<file path="config.mk">
export PLATFORM = sky130hd
export DESIGN_NAME = opt_cfg_loader
export DESIGN_NICKNAME = d
export VERILOG_FILES = /design/src/rtl/opt_cfg_pkg.sv /design/src/rtl/holdoff_timer.sv /design/src/rtl/opt_fetch.sv /design/src/rtl/opt_decode.sv /design/src/rtl/opt_cfg_loader.sv
export SDC_FILE = /design/constraint.sdc
export NUM_CORES = 1
export LEC_CHECK = 0
export ABC_CLOCK_PERIOD_IN_PS = 2900
export BUFFER_PORTS_ARGS = -buffer_cell sky130_fd_sc_hd__buf_4
export CELL_PAD_IN_SITES_DETAIL_PLACEMENT = 1
export CELL_PAD_IN_SITES_GLOBAL_PLACEMENT = 1
export CORE_AREA = 2 2 117 119
export DETAILED_ROUTE_END_ITERATION = 8
export DIE_AREA = 0 0 119 121
export PLACE_DENSITY = 0.72
export SLEW_MARGIN = 10
export SYNTH_ARGS = -nofsm -noshare
export SYNTH_HDL_FRONTEND = slang
export SYNTH_SLANG_ARGS = --single-unit
</file>
<file path="constraint.sdc">
create_clock -name clk -period 2.9 [get_ports clk]
set_clock_uncertainty 0.2 [all_clocks]
set_input_delay 0.145 -clock clk [delete_from_list [all_inputs] [get_ports clk]]
set_output_delay 0.145 -clock clk [all_outputs]
set_load 0.1 [all_outputs]
</file>
<file path="src/rtl/opt_cfg_pkg.sv">
package opt_cfg_pkg;

  localparam int OPT_BYTES = 6;

  // byte positions inside the option area (decoded by opt_decode)
  localparam int IDX_P0_TYPE = 0;
  localparam int IDX_P0_PULL = 1;
  localparam int IDX_P1_TYPE = 2;
  localparam int IDX_P3_TYPE = 3;
  localparam int IDX_P3_PULL = 4;
  localparam int IDX_P7_PULL = 5;

  typedef struct packed {
    logic [7:0] p0_cmos;
    logic [7:0] p0_pu;
    logic [7:0] p1_cmos;
    logic [5:0] p3_cmos;
    logic [5:0] p3_pu;
    logic [3:0] p7_pu;
  } opt_cfg_t;

  function automatic logic [7:0] opt_byte(input logic [OPT_BYTES*8-1:0] raw, input int idx);
    return raw[idx*8 +: 8];
  endfunction

  // raw option bytes -> effective pad settings; open drain forces pull-up off
  function automatic opt_cfg_t decode_opts(input logic [OPT_BYTES*8-1:0] raw);
    opt_cfg_t   c;
    logic [1:0] nib;
    c.p0_cmos = opt_byte(raw, IDX_P0_TYPE);
    nib       = opt_byte(raw, IDX_P0_PULL) & 8'h03;
    c.p0_pu   = {{4{nib[1]}}, {4{nib[0]}}} & c.p0_cmos;
    c.p1_cmos = opt_byte(raw, IDX_P1_TYPE);
    c.p3_cmos = opt_byte(raw, IDX_P3_TYPE) & 8'h3F;
    c.p3_pu   = (opt_byte(raw, IDX_P3_PULL) & 8'h3F) & c.p3_cmos;
    c.p7_pu   = opt_byte(raw, IDX_P7_PULL) & 8'h0F;
    return c;
  endfunction

endpackage

</file>
<file path="src/rtl/holdoff_timer.sv">
module holdoff_timer #(
  parameter int CYCLES = 300000
) (
  input  logic clk,
  input  logic rst_n,
  output logic expired
);
  localparam int CW = $clog2(CYCLES + 1);

  logic [CW-1:0] cnt;

  always_ff @(posedge clk or negedge rst_n) begin
    if (!rst_n)          cnt <= CW'(CYCLES - 1);
    else if (cnt != '0)  cnt <= cnt - 1'b1;
  end

  assign expired = (cnt == '0);

  // counter steps down by exactly one each cycle until terminal count
  a_r2_count_step: assert property (@(posedge clk) disable iff (!rst_n)
    (!$past(expired) && $past(rst_n)) |-> (cnt == $past(cnt) - 1'b1));

  // terminal count is sticky
  a_r2_expired_sticky: assert property (@(posedge clk) disable iff (!rst_n)
    expired |=> expired);

endmodule

</file>
<file path="src/rtl/opt_fetch.sv">
module opt_fetch
  import opt_cfg_pkg::*;
#(
  parameter int               ADDR_W = 16,
  parameter logic [ADDR_W-1:0] BASE  = 16'hFF00,
  parameter int               NBYTES = OPT_BYTES
) (
  input  logic                  clk,
  input  logic                  rst_n,
  output logic [ADDR_W-1:0]     mem_addr,
  output logic                  mem_rd,
  input  logic [7:0]            mem_rdata,
  output logic [NBYTES*8-1:0]   opt_raw,
  output logic                  loaded
);
  localparam int IW = (NBYTES > 1) ? $clog2(NBYTES) : 1;
  localparam logic [IW-1:0] LAST = IW'(NBYTES - 1);

  logic          fetching;
  logic [IW-1:0] idx, idx_q;
  logic          rd_q;

  always_ff @(posedge clk or negedge rst_n) begin
    if (!rst_n) begin
      fetching <= 1'b1;
      idx      <= '0;
      idx_q    <= '0;
      rd_q     <= 1'b0;
      opt_raw  <= '0;
      loaded   <= 1'b0;
    end else begin
      rd_q  <= fetching;
      idx_q <= idx;
      if (fetching) begin
        if (idx == LAST) fetching <= 1'b0;
        else             idx      <= idx + 1'b1;
      end
      if (rd_q) begin
        opt_raw[idx_q*8 +: 8] <= mem_rdata;
        if (idx_q == LAST) loaded <= 1'b1;
      end
    end
  end

  assign mem_rd   = fetching;
  assign mem_addr = BASE + ADDR_W'(idx);

  // reads stay inside the option area
  a_r1_addr_window: assert property (@(posedge clk) disable iff (!rst_n)
    mem_rd |-> (mem_addr >= BASE && mem_addr < BASE + ADDR_W'(NBYTES)));

  // consecutive reads walk upward by one
  a_r1_sequential: assert property (@(posedge clk) disable iff (!rst_n)
    (mem_rd && $past(mem_rd) && $past(rst_n)) |-> (mem_addr == $past(mem_addr) + 1'b1));

  // no reads once every byte has arrived
  a_r10_reads_stop: assert property (@(posedge clk) disable iff (!rst_n)
    loaded |-> !mem_rd);

endmodule

</file>
<file path="src/rtl/opt_decode.sv">
module opt_decode
  import opt_cfg_pkg::*;
(
  input  logic [OPT_BYTES*8-1:0] opt_raw,
  output opt_cfg_t               cfg
);
  always_comb cfg = decode_opts(opt_raw);
endmodule

</file>
<file path="src/rtl/opt_cfg_loader.sv">
module opt_cfg_loader
  import opt_cfg_pkg::*;
#(
  parameter int               ADDR_W      = 16,
  parameter logic [ADDR_W-1:0] CFG_BASE   = 16'hFF00,
  parameter int               CLK_HZ      = 100_000_000,
  parameter int               HOLD_US     = 3000,
  parameter int               HOLD_CYCLES = (CLK_HZ / 1_000_000) * HOLD_US
) (
  input  logic              clk,
  input  logic              rst_n,
  output logic [ADDR_W-1:0] mem_addr,
  output logic              mem_rd,
  input  logic [7:0]        mem_rdata,
  output logic              core_rst_n,
  output logic              cfg_done,
  output logic [7:0]        p0_cmos,
  output logic [7:0]        p0_pu,
  output logic [7:0]        p1_cmos,
  output logic [5:0]        p3_cmos,
  output logic [5:0]        p3_pu,
  output logic [3:0]        p7_pu
);
  logic [OPT_BYTES*8-1:0] opt_raw;
  logic                   loaded;
  logic                   expired;
  opt_cfg_t               cfg_next;
  opt_cfg_t               cfg_q;
  logic                   done_q;
  logic                   finish_ev;

  opt_fetch #(.ADDR_W(ADDR_W), .BASE(CFG_BASE), .NBYTES(OPT_BYTES)) u_fetch (
    .clk(clk), .rst_n(rst_n),
    .mem_addr(mem_addr), .mem_rd(mem_rd), .mem_rdata(mem_rdata),
    .opt_raw(opt_raw), .loaded(loaded)
  );

  holdoff_timer #(.CYCLES(HOLD_CYCLES)) u_timer (
    .clk(clk), .rst_n(rst_n), .expired(expired)
  );

  opt_decode u_dec (.opt_raw(opt_raw), .cfg(cfg_next));

  assign finish_ev = !done_q && expired && loaded;

  always_ff @(posedge clk or negedge rst_n) begin
    if (!rst_n) begin
      done_q <= 1'b0;
      cfg_q  <= '0;
    end else if (finish_ev) begin
      done_q <= 1'b1;
      cfg_q  <= cfg_next;
    end
  end

  assign core_rst_n = done_q;
  assign cfg_done   = done_q;
  assign p0_cmos    = cfg_q.p0_cmos;
  assign p0_pu      = cfg_q.p0_pu;
  assign p1_cmos    = cfg_q.p1_cmos;
  assign p3_cmos    = cfg_q.p3_cmos;
  assign p3_pu      = cfg_q.p3_pu;
  assign p7_pu      = cfg_q.p7_pu;

  // safe pad state until loading completes
  a_r3_safe_until_done: assert property (@(posedge clk) disable iff (!rst_n)
    !cfg_done |-> (p0_cmos == '0 && p0_pu == '0 && p1_cmos == '0 &&
                   p3_cmos == '0 && p3_pu == '0 && p7_pu == '0));

  // release only after the window and a complete load
  a_r2_release_gated: assert property (@(posedge clk) disable iff (!rst_n)
    $rose(cfg_done) |-> (expired && loaded));

  // release is permanent until reset
  a_r2_done_sticky: assert property (@(posedge clk) disable iff (!rst_n)
    cfg_done |=> (cfg_done && $stable(cfg_q)));

  // open-drain pins never show a pull-up
  a_r5_od_no_pullup: assert property (@(posedge clk) disable iff (!rst_n)
    ((p0_pu & ~p0_cmos) == '0) && ((p3_pu & ~p3_cmos) == '0));

endmodule

</file>
==> reports/qor.yml <==
outcome:
  outcome: "finished clean"
timing:
  worst_pin_slew_ps: 697
  whs_ps: 188
  min_period_over_period_pct: 90.3
  slew_headroom_pct: 53.5
  drv_slew: 0
  fin_crit_ps: 2620
  rsz0062_at_grt: "no"
  fmax_mhz: 382
  finalHoldViolCount: 0
  fin_setup_tns_ps: 0
  finalSetupViolations: 0
final_layout:
  nets: 413
  stdcell_area_sq_um: 5500
  antenna_cells: 0
  drive_above_1_share_pct: 41.1
  syn_to_final_growth_pct: 22.1
routing:
  drtPass1Iterations: 4
  drt_iter0_drc: 147
  antenna_left: 0
  drc: 0
  via_count: 2690
  viasPerCell: 4.66
  routedWlPerCell_um: 16.0
  routed_wl_um: 9240
grt:
  antenna_found_initial: 0
  grt_usage_pct: 13.8
  grt_pass1_wl_um: 15600
  grt_pass1_vias: 2974
  grt_max_degree: 54
  grt_overflow: 0
synth:
  synth.distinct_cells: 43
  syn_area_per_cell_sq_um: 13.9
  synth_edf_count: 0
  synthCells: 323
  yosysSeqAreaShare_pct: 57.6
  ys.flop_type: "dfrtp_1"
  mappedNetlistArea_sq_um: 4500
  synth-seq-cells: 103
  postSynth.asyncResetShare_pct: 100
  synth_warnings: 0
floorplanning:
  die_w_um: 119
  start_util_pct: 34.4
  floorplan.core_area_sq_um: 13100
  ioPinCount: 69
  die_h_um: 121
  rows: 42
  die_area_sq_um: 14400
clock_network:
  cts-resized-gates: 0
  clock_tree.buffer_depth: 2
  clock-sinks: 103
  cts_tree: "done"
  clk_latency_ps: 340
  hold_buffers: 9
  cts_root_buffer: "clkbuf_16"
  postCtsSetupBuffers: 0
  clk_pin_slew_ps: 70
  cts_buffers: 9
  h-tree-depth: 3
power_and_ir_drop:
  p_leak_nw: 2.85
  p_int_mw: 2.18
  clkPwrFrac_pct: 43.4
  p_switching_mw: 0.646
  p_per_area_nw_per_um2: 513
  ir_drop_mv: 0.300
  power.share.sequential_pct: 51.6
  switching_share_pct: 22.9
  power_frac_comb_pct: 5.1
critical_path:
  critPathKind: "flop to flop"
  cp.required_ps: 2920
  arrival_ps: 2640
  worstSetupStartpointType: "flop"
  cp_max_fo: 7
  worstSetupEndpointType: "flop"
place:
  dp_hpwl_um: 6540
  place.gp.congestion: 0.752
  place_area_sq_um: 5100
  numPortBuffers: 55
run:
  maxCapViolCount: 0
worst_hold_path:
  hp-class: "input port to asynchronous set/reset pin"
## power by group through the flow
stage | registers, mW | clock network (mW) | logic (mW)
after global placement | 1.48 | 0 | 0.134
after global routing | 1.46 | 1.32 | 0.152
after CTS | 1.46 | 1.27 | 0.145
final | 1.46 | 1.22 | 0.143
after floorplan | 1.48 | 0 | 0.0973
after detailed placement | 1.48 | 0 | 0.135
## cells by family (layout without fill, tap and decap cells)
logic type | count (synthesis) | count (layout) | share of synthesized area (%)
adders and majority gates | 7 | 7 | 1.95
muxes | 76 | 76 | 20.7
other | 2 | 13 | 0.167
AOI/OAI and AO/OA | 18 | 18 | 2.75
and+or+nand+nor | 65 | 65 | 9.59
DFF | 103 | 103 | 57.6
xor gates and xnor gates | 11 | 11 | 2.14
buffers and inverters | 41 | 108 | 5.12
## per-layer routing
layer  wire, um  global-route usage, %  up-vias
met4        174                   5.13        0
met1       4170                   17.5     1386
met3        306                   3.01       14
met5          0                      0        -
met2       4590                   23.2       49
li1           -                      -     1241
## cells in the mapped netlist, types with 2 or more instances
cell type / n / area [sq um]
dfrtp_1: 90 / 2250
mux2_2: 35 / 394
mux2_4: 25 / 375
nand2_1: 24 / 90.1
inv_1: 21 / 78.8
mux2i_1: 16 / 160
buf_4: 14 / 105
dfstp_2: 13 / 342
xor2_1: 9 / 78.8
ha_1: 7 / 87.6
nor2_1: 7 / 26.3
nor3_1: 7 / 35.0
o21ai_0: 7 / 35.0
nor4_1: 4 / 25.0
buf_6: 3 / 33.8
nand4_1: 3 / 18.8
nor4_4: 3 / 63.8
nor4b_2: 3 / 45.0
or3_1: 3 / 18.8
a21oi_1: 2 / 10.0
clkbuf_1: 2 / 7.51
conb_1: 2 / 7.51
nor3b_1: 2 / 15.0
xnor2_1: 2 / 17.5
## state kept, by name, indices dropped and copies added (netlist names), 4 cells and up
signal / flops
p1_cmos: 8
p0_cmos: 8
p3_pu: 6
p3_cmos: 6
p0_pu: 8
p7_pu: 4
u_timer.cnt: 19
u_fetch.opt_raw: 34
## worst paths after layout
check                            startpoint  cells past startpoint  slack [ps]             endpoint
max                        u_fetch.idx_q[0]                      7         280  u_fetch.opt_raw[35]
min                                   rst_n                      2         190      u_timer.cnt[13]
max reg2reg                u_fetch.idx_q[0]                      7         280  u_fetch.opt_raw[35]
min reg2reg                  u_fetch.mem_rd                      0         230         u_fetch.rd_q
max in group asynchronous             rst_n                      3        1530       u_timer.cnt[9]
min in group clk             u_fetch.mem_rd                      0         230         u_fetch.rd_q
## critical path, stage by stage (launching register included)
cell and delay (ps):
dfrtp_1 480, inv_1 110, ha_1 210, ha_1 240
nand3b_1 260, nor4_2 430, buf_4 220, mux2_2 340
## cell usage in the layout (no fill, tap or decap), types with 2 or more instances in the layout
master / count
a21oi_1: 2
buf_12: 2
buf_4: 60
clkbuf_16: 9
clkinvlp_4: 2
conb_1: 13
dfrtp_1: 90
dfstp_2: 13
dlygate4sd3_1: 9
ha_1: 7
inv_1: 21
inv_6: 2
mux2_2: 35
mux2_4: 25
mux2i_1: 16
nand2_1: 24
nand4_1: 3
nor2_1: 7
nor3_1: 7
nor3b_1: 2
nor4_1: 4
nor4_4: 3
nor4b_2: 3
o21ai_0: 7
or3_1: 3
xnor2_1: 2
xor2_1: 9
## stage by stage
stage	setup WS, ps	utilization [%]	power (mW)	std cells
after CTS	258	42.0	2.87	577
after detailed placement	313	39.0	1.62	552
after floorplan	557	-	1.58	334
final	281	42.0	2.82	577
after global placement	498	39.0	1.62	552
after global routing	125	42.0	2.93	577
## area by class of cell
| type | instances | area, sq um |
|---|---|---|
| inverter | 21 | 78.8 |
| clock inverter | 5 | 62.6 |
| fill | 1347 | 7590 |
| sequential | 103 | 2590 |
| tap | 176 | 220 |
| multi-input combinational | 190 | 1720 |
| timing repair buffer | 71 | 581 |
| clock buffer | 11 | 243 |
Note: power is estimated with default switching activity, not from simulation.
